===== config.mk =====
export PLATFORM = sky130hd
export DESIGN_NAME = sync_serial_xcvr
export DESIGN_NICKNAME = d
export VERILOG_FILES = /design/src/rtl/ssio_pkg.sv /design/src/rtl/ssio_sync.sv /design/src/rtl/ssio_clk_gen.sv /design/src/rtl/ssio_shifter.sv /design/src/rtl/sync_serial_xcvr.sv
export SDC_FILE = /design/constraint.sdc
export NUM_CORES = 1
export LEC_CHECK = 0
export ABC_AREA = 1
export BUFFER_PORTS_ARGS = -buffer_cell sky130_fd_sc_hd__buf_4
export CORE_MARGIN = 2
export CORE_UTILIZATION = 51
export CTS_CLUSTER_DIAMETER = 100
export DETAILED_ROUTE_END_ITERATION = 8
export PLACE_DENSITY = 0.74
export RECOVER_POWER = 100
export SYNTH_ARGS = -nofsm -noshare
export SYNTH_HDL_FRONTEND = slang
export SYNTH_SLANG_ARGS = --single-unit

===== constraint.sdc =====
create_clock -name clk_i -period 1.53 [get_ports clk_i]
set_input_delay 0.306 -clock clk_i [delete_from_list [all_inputs] [get_ports clk_i]]
set_output_delay 0.306 -clock clk_i [all_outputs]
set_load 0.03 [all_outputs]

===== src/rtl/ssio_pkg.sv =====
package ssio_pkg;
  localparam int unsigned CHAR_W = 8;
  localparam int unsigned CNT_W  = $clog2(CHAR_W + 1);

  typedef struct packed {
    logic evt;    // a shift clock edge occurred
    logic drive;  // 1: data change edge, 0: sample edge
  } sclk_evt_t;

  // log2 of prescaler ratio per select code: /1, /2, /8, /32
  function automatic int unsigned pre_shift(input logic [1:0] sel);
    case (sel)
      2'd0:    return 0;
      2'd1:    return 1;
      2'd2:    return 3;
      default: return 5;
    endcase
  endfunction
endpackage


===== src/rtl/ssio_sync.sv =====
module ssio_sync #(
  parameter int unsigned STAGES  = 2,
  parameter bit          RST_VAL = 1'b1
) (
  input  logic clk_i,
  input  logic rst_ni,
  input  logic d_i,
  output logic q_o
);
  logic [STAGES-1:0] ff_q;

  generate
    if (STAGES == 1) begin : g_single
      always_ff @(posedge clk_i or negedge rst_ni) begin
        if (!rst_ni) ff_q <= RST_VAL;
        else         ff_q <= d_i;
      end
    end else begin : g_chain
      always_ff @(posedge clk_i or negedge rst_ni) begin
        if (!rst_ni) ff_q <= {STAGES{RST_VAL}};
        else         ff_q <= {ff_q[STAGES-2:0], d_i};
      end
    end
  endgenerate

  assign q_o = ff_q[STAGES-1];
endmodule


===== src/rtl/ssio_clk_gen.sv =====
module ssio_clk_gen
  import ssio_pkg::*;
#(
  parameter int unsigned BRG_W       = 8,
  parameter int unsigned PRE_W       = 5,
  parameter int unsigned SYNC_STAGES = 2
) (
  input  logic             clk_i,
  input  logic             rst_ni,
  input  logic             busy_i,
  input  logic             start_i,
  input  logic             ext_i,
  input  logic             pol_i,
  input  logic [1:0]       psel_i,
  input  logic [BRG_W-1:0] brg_i,
  input  logic             sclk_pin_i,
  output logic             sclk_o,
  output sclk_evt_t        evt_o
);
  logic [PRE_W-1:0] pre_cnt_q;
  logic [PRE_W-1:0] pre_lim;
  logic [BRG_W-1:0] brg_cnt_q;
  logic             sclk_q;
  logic             fj_tick;
  logic             half_tick;
  logic             ext_s;
  logic             ext_prev_q;
  logic             ext_edge;

  assign pre_lim   = PRE_W'((32'd1 << pre_shift(psel_i)) - 32'd1);
  assign fj_tick   = (pre_cnt_q == pre_lim);
  assign half_tick = busy_i & ~ext_i & fj_tick & (brg_cnt_q == '0);

  always_ff @(posedge clk_i or negedge rst_ni) begin
    if (!rst_ni) begin
      pre_cnt_q <= '0;
      brg_cnt_q <= '0;
    end else if (start_i) begin
      pre_cnt_q <= '0;
      brg_cnt_q <= brg_i;
    end else if (busy_i) begin
      pre_cnt_q <= fj_tick ? '0 : pre_cnt_q + 1'b1;
      if (fj_tick) brg_cnt_q <= (brg_cnt_q == '0) ? brg_i : brg_cnt_q - 1'b1;
    end
  end

  always_ff @(posedge clk_i or negedge rst_ni) begin
    if (!rst_ni)        sclk_q <= 1'b1;
    else if (!busy_i)   sclk_q <= ~pol_i;
    else if (half_tick) sclk_q <= ~sclk_q;
  end

  ssio_sync #(.STAGES(SYNC_STAGES), .RST_VAL(1'b1)) u_sclk_sync (
    .clk_i (clk_i),
    .rst_ni(rst_ni),
    .d_i   (sclk_pin_i),
    .q_o   (ext_s)
  );

  always_ff @(posedge clk_i or negedge rst_ni) begin
    if (!rst_ni) ext_prev_q <= 1'b1;
    else         ext_prev_q <= ext_s;
  end

  assign ext_edge = ext_s ^ ext_prev_q;

  always_comb begin
    if (ext_i) begin
      evt_o.evt   = busy_i & ext_edge;
      evt_o.drive = (ext_s == pol_i);
    end else begin
      evt_o.evt   = half_tick;
      evt_o.drive = (~sclk_q == pol_i);
    end
  end

  assign sclk_o = sclk_q;

  AST_SCLK_IDLE_LEVEL: assert property (@(posedge clk_i) disable iff (!rst_ni)
    ($past(rst_ni) && !busy_i && !$past(busy_i) && $stable(pol_i)) |-> (sclk_q == ~pol_i));
  AST_NO_EDGE_IDLE: assert property (@(posedge clk_i) disable iff (!rst_ni)
    !busy_i |-> !evt_o.evt);
endmodule


===== src/rtl/ssio_shifter.sv =====
module ssio_shifter
  import ssio_pkg::*;
(
  input  logic              clk_i,
  input  logic              rst_ni,
  input  logic              start_i,
  input  logic [CHAR_W-1:0] tx_word_i,
  input  sclk_evt_t         evt_i,
  input  logic              inv_i,
  input  logic              rxd_i,
  output logic              busy_o,
  output logic              txd_o,
  output logic              sample7_o,
  output logic              done_o,
  output logic [CHAR_W-1:0] rx_word_o
);
  logic [CHAR_W-1:0] tx_sh_q;
  logic [CHAR_W-1:0] rx_sh_q;
  logic [CNT_W-1:0]  n_smp_q;
  logic              busy_q;
  logic              txd_q;
  logic              rx_bit;
  logic              smp_evt;

  assign rx_bit  = rxd_i ^ inv_i;
  assign smp_evt = busy_q & evt_i.evt & ~evt_i.drive;

  always_ff @(posedge clk_i or negedge rst_ni) begin
    if (!rst_ni) begin
      busy_q  <= 1'b0;
      tx_sh_q <= '0;
      rx_sh_q <= '0;
      n_smp_q <= '0;
      txd_q   <= 1'b1;
    end else if (start_i) begin
      busy_q  <= 1'b1;
      tx_sh_q <= tx_word_i;
      n_smp_q <= '0;
    end else if (busy_q && evt_i.evt) begin
      if (evt_i.drive) begin
        txd_q   <= tx_sh_q[0] ^ inv_i;
        tx_sh_q <= tx_sh_q >> 1;
      end else begin
        rx_sh_q <= {rx_bit, rx_sh_q[CHAR_W-1:1]};
        n_smp_q <= n_smp_q + 1'b1;
        if (n_smp_q == CNT_W'(CHAR_W - 1)) busy_q <= 1'b0;
      end
    end
  end

  assign busy_o    = busy_q;
  assign txd_o     = txd_q;
  assign done_o    = smp_evt & (n_smp_q == CNT_W'(CHAR_W - 1));
  assign sample7_o = smp_evt & (n_smp_q == CNT_W'(CHAR_W - 2));
  assign rx_word_o = {rx_bit, rx_sh_q[CHAR_W-1:1]};

  AST_DONE_ENDS_BUSY: assert property (@(posedge clk_i) disable iff (!rst_ni)
    done_o |=> !busy_o);
  AST_TXD_QUIET_IDLE: assert property (@(posedge clk_i) disable iff (!rst_ni)
    ($past(rst_ni) && !busy_o && !$past(busy_o)) |-> $stable(txd_o));
endmodule


===== src/rtl/sync_serial_xcvr.sv =====
module sync_serial_xcvr
  import ssio_pkg::*;
#(
  parameter int unsigned BRG_W       = 8,
  parameter int unsigned PRE_W       = 5,
  parameter int unsigned SYNC_STAGES = 2
) (
  input  logic              clk_i,
  input  logic              rst_ni,
  input  logic              te_i,
  input  logic              re_i,
  input  logic              ext_clk_i,
  input  logic [1:0]        psel_i,
  input  logic [BRG_W-1:0]  brg_i,
  input  logic              pol_i,
  input  logic              msb_first_i,
  input  logic              inv_i,
  input  logic              cont_i,
  input  logic              txirq_sel_i,
  input  logic              cts_en_i,
  input  logic              rts_en_i,
  input  logic              wr_i,
  input  logic [CHAR_W-1:0] wdata_i,
  input  logic              rd_i,
  output logic [CHAR_W-1:0] rx_data_o,
  output logic              tx_empty_o,
  output logic              rx_full_o,
  output logic              overrun_o,
  output logic              tx_irq_o,
  output logic              rx_irq_o,
  input  logic              sclk_i,
  output logic              sclk_o,
  output logic              sclk_oe_o,
  output logic              txd_o,
  input  logic              rxd_i,
  input  logic              cts_ni,
  output logic              rts_no
);
  logic [CHAR_W-1:0] tx_buf_q, tx_rev, tx_word;
  logic [CHAR_W-1:0] rx_buf_q, rx_raw, rx_rev;
  logic              tx_empty_q, rx_full_q, ovr_q, rx_on_q, cont_arm_q;
  logic              tx_irq_q, rx_irq_q;
  logic              cts_s, cts_ok, cont_go, start, busy, done, sample7;
  logic              rx_take;
  sclk_evt_t         evt;

  ssio_sync #(.STAGES(SYNC_STAGES), .RST_VAL(1'b1)) u_cts_sync (
    .clk_i (clk_i),
    .rst_ni(rst_ni),
    .d_i   (cts_ni),
    .q_o   (cts_s)
  );

  for (genvar g = 0; g < CHAR_W; g++) begin : g_rev
    assign tx_rev[g] = tx_buf_q[CHAR_W-1-g];
    assign rx_rev[g] = rx_raw[CHAR_W-1-g];
  end

  assign tx_word = msb_first_i ? tx_rev : tx_buf_q;
  assign cts_ok  = ~cts_en_i | ~cts_s;
  assign cont_go = cont_i & cont_arm_q & re_i & ~rx_full_q;
  assign start   = ~busy & te_i & cts_ok & (~tx_empty_q | cont_go);
  assign rx_take = done & rx_on_q;

  ssio_clk_gen #(.BRG_W(BRG_W), .PRE_W(PRE_W), .SYNC_STAGES(SYNC_STAGES)) u_clk (
    .clk_i     (clk_i),
    .rst_ni    (rst_ni),
    .busy_i    (busy),
    .start_i   (start),
    .ext_i     (ext_clk_i),
    .pol_i     (pol_i),
    .psel_i    (psel_i),
    .brg_i     (brg_i),
    .sclk_pin_i(sclk_i),
    .sclk_o    (sclk_o),
    .evt_o     (evt)
  );

  ssio_shifter u_shift (
    .clk_i    (clk_i),
    .rst_ni   (rst_ni),
    .start_i  (start),
    .tx_word_i(tx_word),
    .evt_i    (evt),
    .inv_i    (inv_i),
    .rxd_i    (rxd_i),
    .busy_o   (busy),
    .txd_o    (txd_o),
    .sample7_o(sample7),
    .done_o   (done),
    .rx_word_o(rx_raw)
  );

  // transmit side
  always_ff @(posedge clk_i or negedge rst_ni) begin
    if (!rst_ni) begin
      tx_buf_q   <= '0;
      tx_empty_q <= 1'b1;
      cont_arm_q <= 1'b0;
      rx_on_q    <= 1'b0;
      tx_irq_q   <= 1'b0;
    end else begin
      tx_irq_q <= txirq_sel_i ? done : (start & ~tx_empty_q);
      if (start) begin
        tx_empty_q <= 1'b1;
        rx_on_q    <= re_i;
        cont_arm_q <= 1'b0;
      end
      if (rd_i && cont_i) cont_arm_q <= 1'b1;
      else if (!cont_i)   cont_arm_q <= 1'b0;
      if (wr_i) begin
        tx_buf_q   <= wdata_i;
        tx_empty_q <= 1'b0;
      end
    end
  end

  // receive side
  always_ff @(posedge clk_i or negedge rst_ni) begin
    if (!rst_ni) begin
      rx_buf_q  <= '0;
      rx_full_q <= 1'b0;
      ovr_q     <= 1'b0;
      rx_irq_q  <= 1'b0;
    end else begin
      rx_irq_q <= rx_take & (~rx_full_q | rd_i);
      if (rd_i) rx_full_q <= 1'b0;
      if (rx_take) begin
        rx_buf_q <= msb_first_i ? rx_rev : rx_raw;
        if (!rx_full_q || rd_i) rx_full_q <= 1'b1;
      end
      if (!re_i)                                       ovr_q <= 1'b0;
      else if (sample7 && rx_on_q && rx_full_q && !rd_i) ovr_q <= 1'b1;
    end
  end

  assign rx_data_o  = rx_buf_q;
  assign tx_empty_o = tx_empty_q;
  assign rx_full_o  = rx_full_q;
  assign overrun_o  = ovr_q;
  assign tx_irq_o   = tx_irq_q;
  assign rx_irq_o   = rx_irq_q;
  assign sclk_oe_o  = ~ext_clk_i;
  assign rts_no     = rts_en_i & ~(re_i & ~rx_full_q);

  AST_TE_GATES_START: assert property (@(posedge clk_i) disable iff (!rst_ni)
    (!te_i && !busy) |=> !busy);
  AST_CTS_HOLDS_OFF: assert property (@(posedge clk_i) disable iff (!rst_ni)
    (cts_en_i && cts_s && !busy) |=> !busy);
  AST_RX_IRQ_PULSE: assert property (@(posedge clk_i) disable iff (!rst_ni)
    rx_irq_o |=> !rx_irq_o);
  AST_RX_FULL_WITH_IRQ: assert property (@(posedge clk_i) disable iff (!rst_ni)
    $rose(rx_full_o) |-> rx_irq_o);
  AST_OVR_KEEPS_FULL: assert property (@(posedge clk_i) disable iff (!rst_ni)
    $rose(overrun_o) |-> (rx_full_o && !rx_irq_o));
  AST_OVR_CLEARS: assert property (@(posedge clk_i) disable iff (!rst_ni)
    !re_i |=> !overrun_o);
endmodule


==> results.md, run 1 <==
* Io pins at 52
* Final std cells w/o fill at 595
* Min-Delay Path Class: input port to flop
* TNS Setup at -8.61 ns
* Remaining Overflow, GRT at 0
* Vias at 3,087
* YS warnings at 0
* First-pass GRT wire length at 13,800 um
* Post-route cell area at between 0.004 and 0.005 mm2
* Ys async rst share at 100%
* Synthesized area per cell at roughly 8.4 um2
* Final setup vio count at 44
* Worst R2R End: tx_irq_o
* FF+latch count, synth at between 60 and 70
* Post-layout min period at 1.81 ns
* Area share of the largest cell type after synthesis at between 40 and 50%
* Syn Inst Count at roughly 400
* Mapped Area at around 0.0034 mm2
* Failing checks: negative setup slack
* Max_slew headroom at 63.4%
* Pwr dens at between 1500 and 2000 mW/mm2
* RSZ-0062 raised after global routing: yes
* Worst setup startpoint: u_clk.brg_cnt_q[0]
* Max_cap viols at 0
* CTS max path bufs at 2
* H-tree Lvls at 3
* Starting DRT DRC Count at around 150
* Fmax at 553 MHz
* Placed cell count at about 570
* CTS Buf Count at 9
* GP Congestion at 0.874
* Final core occ at between 70 and 80%
* Fin. Hold Viols at 0
* Period utilization at 118%
* Clock Sink Count at 63
* ANT cells at 0
* Most frequent cell after synthesis: nand2_1
* Unique masters post-synth at 38
* Worst Path Max Fanout at 5
* Clk_lat worst skew at 0.34 ns
* # rows at 29
* Post-Route Skew at around 0.014 ns
* Reg clk slew, reported paths at ~0.07 ns
* Worst setup path end: tx_irq_o
* Overall global routing resource usage at 24.1%
* Worst-Margin Slew at 0.549 ns
* Port Buffers at a little over 50
* WP data required at roughly 1.8 ns
* Leakage at roughly 2.3 nW
* Top cells by count, synth: 111 x nand2_1, 55 x dfrtp_1, 53 x inv_1, 37 x o21ai_0, 26 x nand3_1
* Detailed placement HPWL at between 5000 and 6000 um
* CP Class: flop to flop
* Layout cells sized above 1 at a little under two fifths
* Largest net degree at the start of global routing at 40
* Clock root buffer: clkbuf_8
* # DRC at 0
* Sequential area share after synthesis at roughly 47%
* Die Height at about 86 um
* Worst Path Arrival at just over 2 ns
* Top post-synthesis cells by area: dfrtp_1 40%, nand2_1 12%, dfstp_2 6.2%, inv_1 5.8%, o21ai_0 5.4%
* Synth Net Count at between 400 and 500
* Pre-CTS setup slack at -0.424 ns
* Max Slew Vio Count at 0
* Initial core utilization at a little over half
* Run status: complete, but fails checks
* Worst r2r src: u_clk.brg_cnt_q[0]
* Post-route antenna net violation count at 0
* Vias in the first global route at between 2k and 3k
* Core region area at ~0.0064 mm2
* R2R Setup Slk at -0.28 ns
* Leading area contributor after synthesis: dfrtp_1
* Placed cell areas at 0.00422 mm2
* Wirelength per Cell at 14.8 um
* Ys flop type: dfrtp_1
* Initial antenna violation count at 0
* Router iterations before antenna repair at 4
* Layout area overhead at 38.2%
* WL final at slightly below 9000 um
* Nets at between 500 and 600
* Crit start category: flop
* Peak VDD IR at 1.03 mV
* WHS at roughly 0.073 ns
* R2R depth at 10
* Total power at ~8.0 mW
* Drt via density at roughly 5.2
* CP Capture Type: flop
* Area of the die at approximately 0.0073 mm2
* Hold path start: cts_ni
* Post-synth EDFFs at 0
* DIE WIDTH at approximately 86 um
* CTS tree: yes
* Slack of the critical path at -0.278 ns
==> flip-flops by register name, summed over array words and instances (netlist names), 2 cells and up <==
register and count:
u_cts_sync.ff_q 2, u_clk.brg_cnt_q 8, rx_data_o 8, u_clk.u_sclk_sync.ff_q 2
u_shift.tx_sh_q 8, u_shift.rx_sh_q 7, tx_buf_q 8, u_shift.n_smp_q 4
u_clk.pre_cnt_q 5
==> layer usage <==
metal	wire, um	global-route usage, %
met2	4570	40.7
met1	3690	30.7
met3	351	5.10
met4	182	8.80
met5	0	0
==> critical path, stage by stage, from the launching register on <==
cell and delay, ns:
dfrtp_1 0.41, inv_2 0.09, ha_4 0.14, nand3_4 0.09
nor3_4 0.22, nand3_4 0.12, nand2_4 0.10, nand3_4 0.14
nor2_4 0.26, nand2_1 0.08, o21ai_1 0.07
==> power by group <==
part           leakage (nW)  total [mW]  internal, mW  switching [mW]
registers             0.749        2.60          2.19           0.406
logic                  1.45        4.01          1.75            2.26
clock network        0.0919        1.42         0.803           0.622
==> final cells by class <==
type / instances / area (um2)
Timing Repair Buffer: 106 / 791
Clock inverter: 1 / 30.0
Inverter: 59 / 246
Tap cell: 77 / 96.3
Sequential cell: 63 / 1590
Multi-Input combinational cell: 272 / 1780
Fill cell: 446 / 1690
Timing Repair inverter: 2 / 15.0
Clock buffer: 15 / 156
==> what timing repair did <==
| action | CTS | global route |
|---|---|---|
| cloned | 2 | 1 |
| pin swaps | 22 | 21 |
| buffers inserted | 5 | 7 |
| endpoints found under the setup margin | 45 | 47 |
| endpoints found under the hold margin | 6 | 0 |
| hold buffers | 1 | 0 |
| resized for setup | 42 | 45 |
==> cell usage in the layout, fill, tap and decap left out, types with 9 or more instances in the layout <==
| master | netlist | layout |
|---|---|---|
| nand2_1 | 111 | 89 |
| buf_4 | 2 | 70 |
| dfrtp_1 | 55 | 55 |
| inv_1 | 53 | 45 |
| o21ai_0 | 37 | 22 |
| clkbuf_1 | 4 | 19 |
| nand2_2 | 4 | 18 |
| o21ai_1 | 3 | 15 |
| nand3_1 | 26 | 14 |
| nand3_2 | 2 | 12 |
| buf_6 | 2 | 12 |
| inv_2 | 5 | 10 |
| nor2_1 | 11 | 10 |
| o21ai_2 | 8 | 10 |
| a21oi_1 | 10 | 10 |
| clkbuf_8 | 0 | 10 |
| xor2_1 | 9 | 9 |
| o21bai_1 | 9 | 9 |
==> worst min path at each step <==
| stage | to | slack, ns | cells after the start |
|---|---|---|---|
| 3_5_place_dp | u_clk.pre_cnt_q[3] | 0.14 | 1 |
| 5_1_grt | u_cts_sync.ff_q[0] | 0.05 | 1 |
| 2_1_floorplan | cont_arm_q | 0.01 | 0 |
| 4_1_cts | u_cts_sync.ff_q[0] | 0.06 | 1 |
| 6_report | u_cts_sync.ff_q[0] | 0.07 | 1 |
| 3_3_place_gp | u_clk.pre_cnt_q[3] | 0.14 | 1 |
==> cell families after synthesis <==
group                      count (synthesis)  share of synthesized area (%)
AOI/OAI and AO/OA                         75                           13.2
xor gates and xnor gates                  15                           3.86
adders and majority gates                  9                           3.31
buffers and inverters                     69                           8.43
DFF                                       63                           46.7
muxes                                      4                           1.32
and+or+nand+nor                          168                           23.2
Power figures use the tool's default switching activity.
==> inputs of run 2 (changes only) <==
- CORE_ASPECT_RATIO: default -> 1.2
==> results.md, run 2 (same netlist as run 1, synthesis figures left out) <==
* H-tree Lvls at 3 (unchanged)
* Max incr delay on CP at 0.56 ns (+0.15 ns)
* Worst Path Arrival at 2.04 ns (-0.03 ns)
* Fmax at 565 MHz (+2.2%)
* Worst R2R End: u_shift.rx_sh_q[5]
* CTS max path bufs at 2 (unchanged)
* Slack of the critical path at -0.239 ns (+0.0393 ns)
* Min-Delay Path Class: input port to flop
* CTS tree: yes
* Vias at 3,137 (+1.6%)
* Post-Route Skew at 0.00917 ns (-0.00516 ns)
* Max_cap viols at 0 (unchanged)
* # DRC at 0 (unchanged)
* Clock Sink Count at 63 (unchanged)
* R2R depth at 7 (-3)
* Io pins at 52 (unchanged)
* Overall global routing resource usage at 24.4% (+0.27 points)
* Reg clk slew, reported paths at 0.08 ns (about the same)
* Run status: complete, but fails checks
* Worst setup startpoint: u_clk.u_sclk_sync.ff_q[1]
* Failing checks: negative setup slack
* Nets at 563 (+1.1%)
* RSZ-0062 raised after global routing: yes
* Die Height at 93.5 um (+9.1%)
* Commonest cells after routing, fill and taps aside: 98 x nand2_1, 79 x buf_4, 55 x dfrtp_1
* WHS at 0.0647 ns (-0.00838 ns)
* Area of the die at 0.00734 mm2 (about the same)
* Leakage at 2.29 nW (-0.41%)
* Max Slew Vio Count at 0 (unchanged)
* CP cell instances: xor2_1 > o21ai_0 > inv_1 > nand3_4 > buf_4 > clkbuf_16 > o21ai_2
* Layout cells sized above 1 at 37.8% (-0.24 points)
* Worst r2r src: u_clk.u_sclk_sync.ff_q[1]
* ANT cells at 0 (unchanged)
* GP Congestion at 0.881 (+0.82%)
* Initial core utilization at 52.8% (-0.50 points)
* Clock root buffer: clkbuf_8
* Placed cell areas at 0.00422 mm2 (-0.12%)
* Worst setup path end: u_shift.rx_sh_q[5]
* Pwr dens at 1680 mW/mm2 (-1.8%)
* Starting DRT DRC Count at 214 (+41%)
* Most common cell after layout, fill and taps aside: nand2_1
* Final core occ at 73.6% (about the same)
* Worst path slowest cell: dfstp_2
* Post-route cell area at 0.00475 mm2 (+0.98%)
* Final std cells w/o fill at 609 (+2.4%)
* Layout area overhead at 39.6%
* Remaining Overflow, GRT at 0 (unchanged)
* TNS Setup at -7.39 ns (+1.23 ns)
* Peak VDD IR at 1.09 mV (+5.1%)
* WP data required at 1.81 ns (about the same)
* CP Capture Type: flop
* CP Class: flop to flop
* R2R Setup Slk at -0.24 ns (+0.04 ns)
* Worst-Margin Slew at 1.03 ns (+0.478 ns)
* Initial antenna violation count at 0 (unchanged)
* Period utilization at 116% (-2.6 points)
* Post-route antenna net violation count at 0 (unchanged)
* Port Buffers at 51 (unchanged)
* Vias in the first global route at 2,928 (-2.1%)
* Wirelength per Cell at 14.7 um (-0.35%)
* Placed cell count at 571 (+1.1%)
* Final setup vio count at 43 (-2.3%)
* Worst Path Max Fanout at 7 (+2)
* Clk_lat worst skew at 0.34 ns (about the same)
* DIE WIDTH at 78.5 um (-8.3%)
* Max_slew headroom at 31.5% (-32 points)
* Detailed placement HPWL at 5690 um (-1.3%)
* Crit start category: flop
* Router iterations before antenna repair at 4 (unchanged)
* First-pass GRT wire length at 13,900 um (+0.55%)
* Core region area at 0.00645 mm2 (+0.94%)
* WL final at 8970 um (+2.0%)
* CTS Buf Count at 9 (unchanged)
* Post-layout min period at 1.77 ns (-0.0393 ns)
* Fin. Hold Viols at 0 (unchanged)
* # rows at 32 (+10%)
* Drt via density at 5.15 (-0.72%)
* Largest net degree at the start of global routing at 32 (-20%)
## run 2: area by class of cell
cell class / count / area [um2]
clock buffers: 9 / 124
clock inverters: 7 / 72.6
fillers: 472 / 1700
inverters: 59 / 249
multi-input cells: 273 / 1740
flip-flops and latches: 63 / 1590
well taps: 85 / 106
repair buffers: 112 / 863
repair inverters: 1 / 6.26
## run 2: how the worst min path moves through the flow
| stage | start | slack (ns) | cells past startpoint | end |
|---|---|---|---|---|
| 5_1_grt | cts_ni | 0.06 | 1 | u_cts_sync.ff_q[0] |
| 6_report | cts_ni | 0.06 | 1 | u_cts_sync.ff_q[0] |
| 2_1_floorplan | rst_ni | 0.01 | 0 | cont_arm_q |
| 3_5_place_dp | rst_ni | 0.19 | 1 | u_clk.brg_cnt_q[6] |
| 4_1_cts | cts_ni | 0.06 | 1 | u_cts_sync.ff_q[0] |
| 3_3_place_gp | rst_ni | 0.19 | 1 | u_clk.brg_cnt_q[6] |
## run 2: worst max-delay path, delay by kind of cell (launching register included)
kind,cells,cell delay [ns]
AO/OA/AOI/OAI,2,0.20
XOR/XNOR,1,0.14
buffers and inverters,3,0.59
flip-flops,1,0.56
AND/OR/NAND/NOR,1,0.20
## run 2: where the power goes
group	switching [mW]	internal [mW]	total (mW)
Sequential	0.371	2.19	2.56
Combinational	2.21	1.75	3.96
Clock	0.692	0.754	1.45
## run 2: what timing repair did
action                     4_1_cts  5_1_grt
pin swaps                       15       25
resized for setup               29       35
setup endpoints to repair       39       45
hold buffers                     1        0
buffers inserted                 5       12
hold endpoints to repair        15        0
cloned                           3        1
## run 2: through the flow
stage	power, mW	worst slack (ns)
6_report	7.97	-0.239
5_1_grt	8.49	-0.344
4_1_cts	7.52	-0.250
3_5_place_dp	5.74	-0.487
3_3_place_gp	5.62	-0.391
2_1_floorplan	4.56	-0.0949
## run 2: per-layer routing
metal  GRT usage, %  vias to the layer above  routed length [um]
met4           10.7                        0                 261
li1               -                     1522                   -
met1           29.2                     1507                3440
met5              0                        -                   0
met3           3.38                       23                 327
met2           43.4                       85                4940
